File: src/rtl/ocp_pkg.sv
package ocp_pkg;

  typedef enum logic [1:0] {
    CM_OFF = 2'b00,
    CM_TOG = 2'b01,
    CM_CLR = 2'b10,
    CM_SET = 2'b11
  } cmode_e;

  typedef enum logic [1:0] {
    WM_FREE = 2'b00,
    WM_CTC  = 2'b01,
    WM_PWMA = 2'b10,
    WM_PWMB = 2'b11
  } wmode_e;

  function automatic logic is_pwm(wmode_e w);
    return w[1];
  endfunction

  // action of a compare event outside the pulse-width modes
  function automatic logic plain_act(cmode_e c, logic cur);
    case (c)
      CM_TOG:  return ~cur;
      CM_CLR:  return 1'b0;
      CM_SET:  return 1'b1;
      default: return cur;
    endcase
  endfunction

  // pulse-width action: at_bot selects the bottom edge, else the compare edge
  function automatic logic pwm_act(cmode_e c, logic at_bot, logic cur);
    case (c)
      CM_CLR:  return at_bot;
      CM_SET:  return ~at_bot;
      default: return cur;
    endcase
  endfunction

endpackage

File: src/rtl/ocp_counter.sv
module ocp_counter #(
  parameter int CNT_W = 8
) (
  input  logic             clk,
  input  logic             rst,
  input  logic             wr_cmp,
  input  logic [CNT_W-1:0] cmp_data,
  input  logic             ctc,
  input  logic             pwm,
  output logic [CNT_W-1:0] cnt,
  output logic [CNT_W-1:0] cmp,
  output logic             match,
  output logic             bottom,
  output logic             match_evt
);
  localparam logic [CNT_W-1:0] MAXV = {CNT_W{1'b1}};

  assign match  = (cnt == cmp);
  assign bottom = pwm && (cnt == MAXV);

  always_ff @(posedge clk) begin
    if (rst) begin
      cnt       <= '0;
      cmp       <= '0;
      match_evt <= 1'b0;
    end else begin
      if (wr_cmp) cmp <= cmp_data;
      if (ctc && match) cnt <= '0;
      else              cnt <= cnt + 1'b1;
      match_evt <= match;
    end
  end
endmodule

File: src/rtl/ocp_mode_ctl.sv
module ocp_mode_ctl
  import ocp_pkg::*;
(
  input  logic       clk,
  input  logic       rst,
  input  logic       wr_ctrl,
  input  logic [1:0] ctrl_cmode,
  input  logic [1:0] ctrl_wmode,
  input  logic       ctrl_force,
  input  logic       match,
  input  logic       bottom,
  output wmode_e     wm,
  output cmode_e     cm_pend,
  output cmode_e     cm_act,
  output logic       ocf
);
  logic   ocf_nx;
  cmode_e wr_cm;

  assign wr_cm = cmode_e'(ctrl_cmode);

  always_comb begin
    ocf_nx = ocf;
    if (wr_ctrl && ctrl_force && !is_pwm(wm)) begin
      ocf_nx = plain_act(wr_cm, ocf);
    end else if (is_pwm(wm)) begin
      if (match)  ocf_nx = pwm_act(cm_pend, 1'b0, ocf_nx);
      if (bottom) ocf_nx = pwm_act(cm_act, 1'b1, ocf_nx);
    end else if (match) begin
      ocf_nx = plain_act(cm_pend, ocf);
    end
  end

  always_ff @(posedge clk) begin
    if (rst) begin
      wm      <= WM_FREE;
      cm_pend <= CM_OFF;
      cm_act  <= CM_OFF;
      ocf     <= 1'b0;
    end else begin
      if (wr_ctrl) begin
        wm      <= wmode_e'(ctrl_wmode);
        cm_pend <= wr_cm;
      end
      if (match) cm_act <= cm_pend;
      ocf <= ocf_nx;
    end
  end
endmodule

File: src/rtl/ocp_pin_mux.sv
module ocp_pin_mux (
  input  logic clk,
  input  logic rst,
  input  logic ovr,
  input  logic ocf,
  input  logic port_q,
  input  logic port_dir,
  output logic pin_out,
  output logic pin_oe
);
  always_ff @(posedge clk) begin
    if (rst) begin
      pin_out <= 1'b0;
      pin_oe  <= 1'b0;
    end else begin
      pin_out <= ovr ? ocf : port_q;
      pin_oe  <= port_dir;
    end
  end
endmodule

File: src/rtl/cmp_pin_unit.sv
module cmp_pin_unit
  import ocp_pkg::*;
#(
  parameter int CNT_W = 8
) (
  input  logic             clk,
  input  logic             rst,
  input  logic             wr_ctrl,
  input  logic [1:0]       ctrl_cmode,
  input  logic [1:0]       ctrl_wmode,
  input  logic             ctrl_force,
  input  logic             wr_cmp,
  input  logic [CNT_W-1:0] cmp_data,
  input  logic             port_q,
  input  logic             port_dir,
  output logic             pin_out,
  output logic             pin_oe,
  output logic [CNT_W-1:0] cnt_out,
  output logic             match_evt
);
  wmode_e           wm_q;
  cmode_e           cm_pend_q;
  cmode_e           cm_act_q;
  logic             ocf_q;
  logic [CNT_W-1:0] cmp_q;
  logic             match_w;
  logic             bottom_w;

  ocp_counter #(.CNT_W(CNT_W)) u_cnt (
    .clk       (clk),
    .rst       (rst),
    .wr_cmp    (wr_cmp),
    .cmp_data  (cmp_data),
    .ctc       (wm_q == WM_CTC),
    .pwm       (is_pwm(wm_q)),
    .cnt       (cnt_out),
    .cmp       (cmp_q),
    .match     (match_w),
    .bottom    (bottom_w),
    .match_evt (match_evt)
  );

  ocp_mode_ctl u_mode (
    .clk        (clk),
    .rst        (rst),
    .wr_ctrl    (wr_ctrl),
    .ctrl_cmode (ctrl_cmode),
    .ctrl_wmode (ctrl_wmode),
    .ctrl_force (ctrl_force),
    .match      (match_w),
    .bottom     (bottom_w),
    .wm         (wm_q),
    .cm_pend    (cm_pend_q),
    .cm_act     (cm_act_q),
    .ocf        (ocf_q)
  );

  ocp_pin_mux u_pin (
    .clk      (clk),
    .rst      (rst),
    .ovr      (cm_act_q != CM_OFF),
    .ocf      (ocf_q),
    .port_q   (port_q),
    .port_dir (port_dir),
    .pin_out  (pin_out),
    .pin_oe   (pin_oe)
  );
endmodule

File: config.mk
export PLATFORM = sky130hd
export DESIGN_NAME = cmp_pin_unit
export DESIGN_NICKNAME = d
export VERILOG_FILES = /design/src/rtl/ocp_pkg.sv /design/src/rtl/ocp_counter.sv /design/src/rtl/ocp_mode_ctl.sv /design/src/rtl/ocp_pin_mux.sv /design/src/rtl/cmp_pin_unit.sv
export SDC_FILE = /design/constraint.sdc
export NUM_CORES = 1
export LEC_CHECK = 0
export ABC_CLOCK_PERIOD_IN_PS = 2200
export BUFFER_PORTS_ARGS = -buffer_cell sky130_fd_sc_hd__buf_2
export CAP_MARGIN = 10
export CORE_MARGIN = 3
export CORE_UTILIZATION = 54
export CTS_BUF_LIST = sky130_fd_sc_hd__clkbuf_4 sky130_fd_sc_hd__clkbuf_8
export CTS_CLUSTER_DIAMETER = 80
export CTS_CLUSTER_SIZE = 12
export DETAILED_ROUTE_END_ITERATION = 10
export PLACE_DENSITY_LB_ADDON = 0.08
export SKIP_CTS_REPAIR_TIMING = 1
export SLEW_MARGIN = 15
export SYNTH_ARGS = -nofsm -noshare
export SYNTH_HDL_FRONTEND = slang
export SYNTH_SLANG_ARGS = --single-unit
File: constraint.sdc
create_clock -name clk -period 2.2 [get_ports clk]
set_input_delay 0.44 -clock clk [delete_from_list [all_inputs] [get_ports clk]]
set_output_delay 0.44 -clock clk [all_outputs]
set_load 0.02 [all_outputs]
==> qor.txt, run 1 <==
Root buffer selected by CTS: clkbuf_4
Number of primary I/O pins: 30
Post-DR vias/cell: 5.107
Antenna Nets Post-Route: 0
Clock sink count: 26
Outcome: finished clean
Post-route clock period utilization: 76.17%
Clock Tree Buf Depth: 2
Clock Latency Late Sink: 0.30 ns
Post-synthesis cell type count: 28
Final number of setup-violating endpoints: 0
Crit Path Class: reg2reg
Total routing usage reported by global routing: 17.11%
X dimension of the die: 52.65 microns
Placer's final routability congestion estimate: 0.7193
CTS clock-pin slew for the worst setup and hold paths: 0.12 ns
Nets: 174
Achievable clock frequency: 0.5968 GHz
Syn Inst Count: 122
Pin count of the biggest net entering global routing: 22
GRT overflow: 0
Class of the tightest hold or removal check: in2reg
Peak supply drop: 0.0004693 V
Static power due to leakage: 0.6617 nW
I/O Buffers: 29
Final core utilization: 67.94%
Clock tree from TritonCTS: done
Largest fanout of any net on the critical path: 6
Post-Place Cells: 174
Total of fill cells in the finished design: 170
DPL Wire Length: 1.657 mm
Synthesis-stage register bit count: 26
Initial core utilization: 58.69%
Master of the slowest instance on the critical path: dfxtp_1
Final Hold Vio Count: 0
Minimum setup slack after placement: 0.5116 ns
Worst setup SP type: flip-flop
Share of layout cells above drive strength 1: 23.33%
Total of warnings raised by yosys: 0
Data arrival, critical path: 1.90 ns
Total nets after synthesis: 144
Cell-by-cell trace of the critical path: ha_1 > nand3_1 > nor2_1 > and4_1 > a211o_1 > o31ai_1
CTS Buf Count: 3
Initial drt markers: 18
Final Instance Count excl. Fillers: 177
Post-synth ARST share: 0%
Fin Hold WS: 0.3347 ns
Global-route wire length before repair: 3.560 mm
Drt drc: 0
Sort of element at the end of the critical path: flip-flop
Wirelength, routed: 2.127 mm
Area growth, synth to finish: 15.76%
Clock skew: 0.002397 ns
Number of global-route vias before repair: 824
Total die area: 2772 sq um
Number of antenna repair diodes: 0
Average size of a mapped cell: 9.630 sq um
Iteration count of the initial detailed-routing pass: 4
Via total after detailed routing: 904
Total power per unit cell area: 629.4 nW/um^2
EDFF count, synth: 0
Final worst-path setup slack: 0.5243 ns
Pin slew with the least headroom to its limit: 0.3910 ns
CP Data Required Time: 2.43 ns
Average wire per cell in the routed design: 12.02 microns
Standard-cell row count: 16
Number of antenna violations at the first check in global routing: 0
Setup TNS Final: 0 ns
Mapped Area: 1175 sq um
Worst-case headroom to the max-slew limit: 73.74%
Top FF cell, synth: dfxtp_1
Number of max-cap violations: 0
Final Slew Violations: 0
Floorplan core area: 2002 sq um
Final critical-path required period: 1.676 ns
Proportion of synthesized chip area in sequential cells: 44.30%
RSZ-0062 raised after global routing: no
CTS H-Tree Depth: 1
Die height: 52.65 microns
Max incr delay on CP: 0.39 ns
power breakdown:
part           internal, mW  total (mW)  leakage, nW  switching, mW
Combinational        0.0672       0.148        0.434         0.0806
Sequential            0.497       0.521        0.213         0.0242
Clock                0.0639       0.187       0.0138          0.123
Total                 0.628       0.856        0.662          0.228
layer usage:
| layer | vias to the layer above | wire [microns] | global-route usage (%) |
|---|---|---|---|
| met5 | - | 0 | 0 |
| met2 | 25 | 1076 | 29.96 |
| met4 | 0 | 14 | 5.106 |
| li1 | 473 | - | - |
| met1 | 404 | 903 | 20.62 |
| met3 | 2 | 133 | 3.704 |
cell usage in the layout, fill, tap and decap left out, types with 2 or more instances in the layout:
cell type	count
a21oi_1	3
buf_2	29
clkbuf_4	3
dfxtp_1	26
ha_1	3
inv_1	3
mux2i_1	14
nand2_1	7
nand3_1	4
nor2_1	26
nor2b_1	2
nor4_4	2
xnor2_1	4
xor2_1	10
cells by family (layout without fill, tap and decap cells):
group	count (synthesis)	count (layout)	synth area share, %
buf+inv	7	35	2.342
flops	26	26	44.30
fa+ha+maj	3	3	3.195
xor+xnor	14	14	10.44
mux	14	14	11.93
simple gates	47	47	20.98
compound gates	11	11	6.816
area by class of cell:
| cell class | instances | area, sq um | area share [%] |
|---|---|---|---|
| Inverter | 3 | 11.26 | 0.8280 |
| Timing Repair Buffer | 29 | 145.1 | 10.67 |
| Multi-Input combinational cell | 89 | 626.9 | 46.09 |
| Clock buffer | 3 | 22.52 | 1.656 |
| Tap cell | 27 | 33.78 | 2.484 |
| Sequential cell | 26 | 520.5 | 38.27 |
per-stage QoR:
stage,total power [mW],instance area [sq um]
global placement,0.6750,1338
floorplan,0.6358,1175
CTS,0.8637,1360
finish,0.8560,1360
global route,0.9074,1360
detailed placement,0.6816,1338
sequential cells by signal, summed over array words and instances (netlist names):
| name | cells |
|---|---|
| u_cnt.match_evt | 1 |
| u_pin.pin_out | 1 |
| u_mode.cm_pend | 2 |
| u_mode.ocf | 1 |
| u_cnt.cmp | 8 |
| u_pin.pin_oe | 1 |
| u_cnt.cnt | 8 |
| u_mode.wm | 2 |
| u_mode.cm_act | 2 |
cells in the mapped netlist, drive strengths merged (2+ instances only):
| cell | instances | share of area, % |
|---|---|---|
| nor2 | 26 | 8.3 |
| nand2 | 7 | 2.2 |
| dfxtp | 26 | 44 |
| inv | 3 | 0.96 |
| xor2 | 10 | 7.5 |
| nand3 | 5 | 2.6 |
| mux2i | 14 | 12 |
| a21oi | 3 | 1.3 |
| nor2b | 2 | 1.1 |
| clkbuf | 3 | 0.96 |
| xnor2 | 4 | 3.0 |
| ha | 3 | 3.2 |
| nor4 | 2 | 3.6 |
final timing paths:
kind / from / end / slack, ns / cells past startpoint
setup / recovery: u_cnt.cnt[0]$_SDFF_PP0_ / u_mode.ocf$_SDFFE_PP0P_ / 0.52 / 6
hold / removal: port_dir / u_pin.pin_oe$_SDFF_PP0_ / 0.33 / 2
setup reg to reg: u_cnt.cnt[0]$_SDFF_PP0_ / u_mode.ocf$_SDFFE_PP0P_ / 0.52 / 6
hold reg to reg: u_mode.cm_act[1]$_SDFFE_PP0P_ / u_mode.cm_act[1]$_SDFFE_PP0P_ / 0.49 / 2
worst max-delay path: cells and delay by family (launching register included):
kind | cells | cell delay (ns)
AOI/OAI and AO/OA | 2 | 0.52
and+or+nand+nor | 3 | 0.45
DFF | 1 | 0.39
adders and majority gates | 1 | 0.25
(Power assumes the default switching activity.)
==> run 2: changes to the inputs <==
Settings changed: ABC_CLOCK_PERIOD_IN_PS 2200 to 1400, CORE_UTILIZATION 54 to 48.
Clock period 2.2 ns to 1.4 ns, I/O delays scaled along.
==> qor.txt, run 2 (synthesized netlist as in run 1, its figures left out) <==
DPL Wire Length: 1.883 mm
Commonest cells after routing, fill and taps aside: buf_2 (29), buf_4 (22), nor2_1 (20)
Area after detailed placement: 1548 sq um
Cell-by-cell trace of the critical path: xor2_1 > nor4_4 > buf_4 > a311oi_2 > mux2i_1 > o31ai_1
I/O Buffers: 29
Nets: 197
Outcome: complete, but fails checks
Fin Hold WS: 0.1672 ns
Commonest non-fill, non-tap cell in the layout: buf_2
Sort of element at the end of the critical path: flip-flop
Area taken by flip-flops and latches: 545.5 sq um
Clock tree from TritonCTS: done
Post-route clock period utilization: 109.2%
Initial drt markers: 13
Total of fill cells in the finished design: 181
Antenna Nets Post-Route: 0
Data arrival, critical path: 1.74 ns
Crit Path Class: reg2reg
Largest fanout of any net on the critical path: 4
Achievable clock frequency: 0.6542 GHz
X dimension of the die: 55.48 microns
Final critical-path required period: 1.529 ns
Share of layout cells above drive strength 1: 46.82%
Peak supply drop: 0.0006965 V
Pin slew with the least headroom to its limit: 0.3443 ns
Number of antenna violations at the first check in global routing: 0
Registers with the most flip-flops: u_cnt.cmp x8, u_cnt.cnt x8
Max incr delay on CP: 0.38 ns
Final Slew Violations: 0
Placer's final routability congestion estimate: 0.8046
Number of max-cap violations: 0
Setup TNS Final: -0.5845 ns
Number of primary I/O pins: 30
Multi-input combinational cell area: 703.2 sq um
Iteration count of the initial detailed-routing pass: 4
Post-layout power: 1.463 mW
Standard-cell row count: 17
Total power per unit cell area: 892.7 nW/um^2
Total routing usage reported by global routing: 16.60%
Wirelength, routed: 2.442 mm
Root buffer selected by CTS: clkbuf_4
Flop-to-flop setup slack: -0.13 ns
Pin count of the biggest net entering global routing: 15
Static power due to leakage: 0.7819 nW
Initial core utilization: 51.62%
CP Data Required Time: 1.61 ns
Number of global-route vias before repair: 978
Worst r2r src: u_cnt.cmp[6]$_SDFFE_PP0P_
Final core utilization: 72.02%
Final number of setup-violating endpoints: 9
Worst-case headroom to the max-slew limit: 76.45%
Drt drc: 0
CTS H-Tree Depth: 1
Average wire per cell in the routed design: 12.15 microns
Number of antenna repair diodes: 0
GRT overflow: 0
Global-route wire length before repair: 4.133 mm
CTS Buf Count: 3
CTS clock-pin slew for the worst setup and hold paths: 0.13 ns
Clock skew: 0.003133 ns
Floorplan core area: 2276 sq um
Final worst-path setup slack: -0.1285 ns
Worst Setup SP: u_cnt.cmp[6]$_SDFFE_PP0P_
Clock Latency Late Sink: 0.31 ns
Post-DR vias/cell: 5.085
Worst setup SP type: flip-flop
RSZ-0062 raised after global routing: yes
Clock Tree Buf Depth: 2
Violated checks: setup timing
Final Hold Vio Count: 0
Area growth, synth to finish: 39.51%
Master of the slowest instance on the critical path: dfxtp_1
Class of the tightest hold or removal check: in2reg
Die height: 55.48 microns
Startpoint of the tightest hold check path: port_dir
Via total after detailed routing: 1022
Clock sink count: 26
Final non-filler cell area: 1639 sq um
Total die area: 3077 sq um
run 2: cell count changes in the layout (fill, tap and decap cells not counted), moves of 3 or more:
cell / before / now
nor2_2: 0 / 5
xor2_2: 0 / 3
xor2_1: 10 / 7
buf_4: 0 / 22
dfxtp_2: 0 / 5
dfxtp_1: 26 / 16
dfxtp_4: 0 / 5
nor2_1: 26 / 20
run 2: path summary, 6_finish.rpt:
| kind | cells past startpoint | end |
|---|---|---|
| worst min-delay path | 2 | u_pin.pin_oe$_SDFF_PP0_ |
| worst max register to register | 6 | u_mode.ocf$_SDFFE_PP0P_ |
| worst max-delay path | 6 | u_mode.ocf$_SDFFE_PP0P_ |
| worst min register to register | 2 | u_mode.cm_act[1]$_SDFFE_PP0P_ |
run 2: cell type report:
type	instances	area share (%)
timing repair buffer	52	19.62
clock buffer	3	1.374
tap	28	2.137
sequential	26	33.28
multi-input combinational	89	42.90
inverter	3	0.6870
run 2: through the flow:
stage | worst slack (ns) | instances
global placement | -0.07396 | 194
floorplan | -0.04974 | 122
global route | -0.2026 | 201
finish | -0.1285 | 201
CTS | -0.1799 | 197
detailed placement | -0.1528 | 194
run 2: worst max-delay path, delay by kind of cell, from the launching register on:
kind | cells | cell delay [ns]
XOR/XNOR | 1 | 0.28
buffers and inverters | 1 | 0.16
AND/OR/NAND/NOR | 1 | 0.07
multiplexers | 1 | 0.22
AO/OA/AOI/OAI | 2 | 0.31
flip-flops | 1 | 0.38
run 2: per-layer routing:
metal  wire length (microns)  track usage (%)
met5                       0                0
met4                      61            8.681
met3                     119            3.738
met2                    1215            28.55
met1                    1045            18.99
run 2: power breakdown:
group	internal (mW)	leakage (nW)	switching (mW)
Combinational	0.177	0.549	0.163
Sequential	0.779	0.219	0.0376
Clock	0.101	0.0138	0.206
Total	1.06	0.782	0.407
==> run 3: changes to the inputs <==
Settings changed: MAX_ROUTING_LAYER set to met4.
==> qor.txt, run 3 (synthesized netlist as in run 1, its figures left out) <==
Outcome: complete, but fails checks
Violated checks: setup timing
Final critical-path required period: 1.529 ns
Clock Latency Late Sink: 0.31 ns
Number of primary I/O pins: 30
Final number of setup-violating endpoints: 9
Minimum setup slack after placement: -0.1528 ns
Drt drc: 0
Standard-cell row count: 17
Post-Place Cells: 194
Final Instance Count excl. Fillers: 201
Combinational Power Share: 23.2%
Final Hold Vio Count: 0
RSZ-0062 raised after global routing: yes
Average wire per cell in the routed design: 12.15 microns
Pin count of the biggest net entering global routing: 15
Switching power share of the total: 27.75%
CP Data Required Time: 1.61 ns
Pint: 1.056 mW
Post-route clock period utilization: 109.2%
Class of the tightest hold or removal check: in2reg
Achievable clock frequency: 0.6542 GHz
Via total after detailed routing: 1022
Clock Power Share: 20.9%
DPL Wire Length: 1.883 mm
Total power per unit cell area: 892.2 nW/um^2
CTS clock-pin slew for the worst setup and hold paths: 0.13 ns
Post-layout power: 1.462 mW
GRT overflow: 0
Registers with the most flip-flops: u_cnt.cmp x8, u_cnt.cnt x8
Crit Path Class: reg2reg
Wirelength, routed: 2.442 mm
Initial drt markers: 13
Number of antenna violations at the first check in global routing: 0
Sort of element at the end of the critical path: flip-flop
Antenna Nets Post-Route: 0
Net switching power: 0.4058 mW
Data arrival, critical path: 1.74 ns
Number of antenna repair diodes: 0
X dimension of the die: 55.48 microns
Setup TNS Final: -0.5847 ns
Global-route wire length before repair: 4.126 mm
Pin slew with the least headroom to its limit: 0.3443 ns
Iteration count of the initial detailed-routing pass: 4
Total routing usage reported by global routing: 17.07%
Peak supply drop: 0.0006964 V
Nets: 197
Number of global-route vias before repair: 980
Clock sink count: 26
Part of the power in registers: 55.8%
Static power due to leakage: 0.7819 nW
Clock Tree Buf Depth: 2
Floorplan core area: 2276 sq um
CTS H-Tree Depth: 1
Post-DR vias/cell: 5.085
Largest fanout of any net on the critical path: 4
Worst-case headroom to the max-slew limit: 76.45%
Root buffer selected by CTS: clkbuf_4
Total die area: 3077 sq um
Final core utilization: 72.02%
Clock skew: 0.003186 ns
Clock tree from TritonCTS: done
Placer's final routability congestion estimate: 0.8163
Final worst-path setup slack: -0.1286 ns
Share of layout cells above drive strength 1: 46.82%
Number of max-cap violations: 0
Commonest cells after routing, fill and taps aside: buf_2 (29), buf_4 (22), nor2_1 (20)
Commonest non-fill, non-tap cell in the layout: buf_2
Area growth, synth to finish: 39.51%
Worst setup SP type: flip-flop
CTS Buf Count: 3
Initial core utilization: 51.62%
Final Slew Violations: 0
Die height: 55.48 microns
I/O Buffers: 29
## run 3: cell counts in the layout (fill, tap and decap cells not counted)
Identical to the previous run, type by type.
## run 3: final timing paths
path                                 startpoint                            end  slack, ns  cells past startpoint
setup / recovery      u_cnt.cmp[6]$_SDFFE_PP0P_        u_mode.ocf$_SDFFE_PP0P_      -0.13                      6
hold / removal                         port_dir        u_pin.pin_oe$_SDFF_PP0_       0.17                      2
setup reg to reg      u_cnt.cmp[6]$_SDFFE_PP0P_        u_mode.ocf$_SDFFE_PP0P_      -0.13                      6
hold reg to reg   u_mode.cm_act[1]$_SDFFE_PP0P_  u_mode.cm_act[1]$_SDFFE_PP0P_       0.50                      2
## run 3: through the flow
stage          area (sq um)  hold WS, ns
2_1_floorplan          1241       0.4082
3_3_place_gp           1548       0.4846
3_5_place_dp           1548       0.4847
4_1_cts                1570       0.1607
5_1_grt                1639       0.1612
6_report               1639       0.1681
## run 3: cell type report
class	instances	area, sq um
fillers	181	636.9
repair buffers	52	321.6
well taps	28	35.03
inverters	3	11.26
flip-flops and latches	26	545.5
clock buffers	3	22.52
multi-input cells	89	703.2
## run 3: per-layer routing
metal | vias to the layer above | share of wire (%) | GRT usage [%]
met5 | - | 0 | -
met1 | 475 | 43 | 19.13
met4 | 0 | 2.5 | 8.681
met2 | 23 | 50 | 28.55
met3 | 5 | 4.6 | 3.505
li1 | 519 | - | -
## run 3: critical path, cell delays in order (launching register included)
cell and delay (ns):
dfxtp_1 0.38, xor2_1 0.28, nor4_4 0.07, buf_4 0.16, a311oi_2 0.22, mux2i_1 0.22
o31ai_1 0.09
## run 3: power groups by stage
stage | Sequential (mW) | Combinational, mW | Clock (mW)
6_report | 0.817 | 0.340 | 0.306
5_1_grt | 0.822 | 0.375 | 0.343
4_1_cts | 0.819 | 0.300 | 0.323
3_5_place_dp | 0.836 | 0.299 | 0
3_3_place_gp | 0.833 | 0.289 | 0
2_1_floorplan | 0.850 | 0.165 | 0
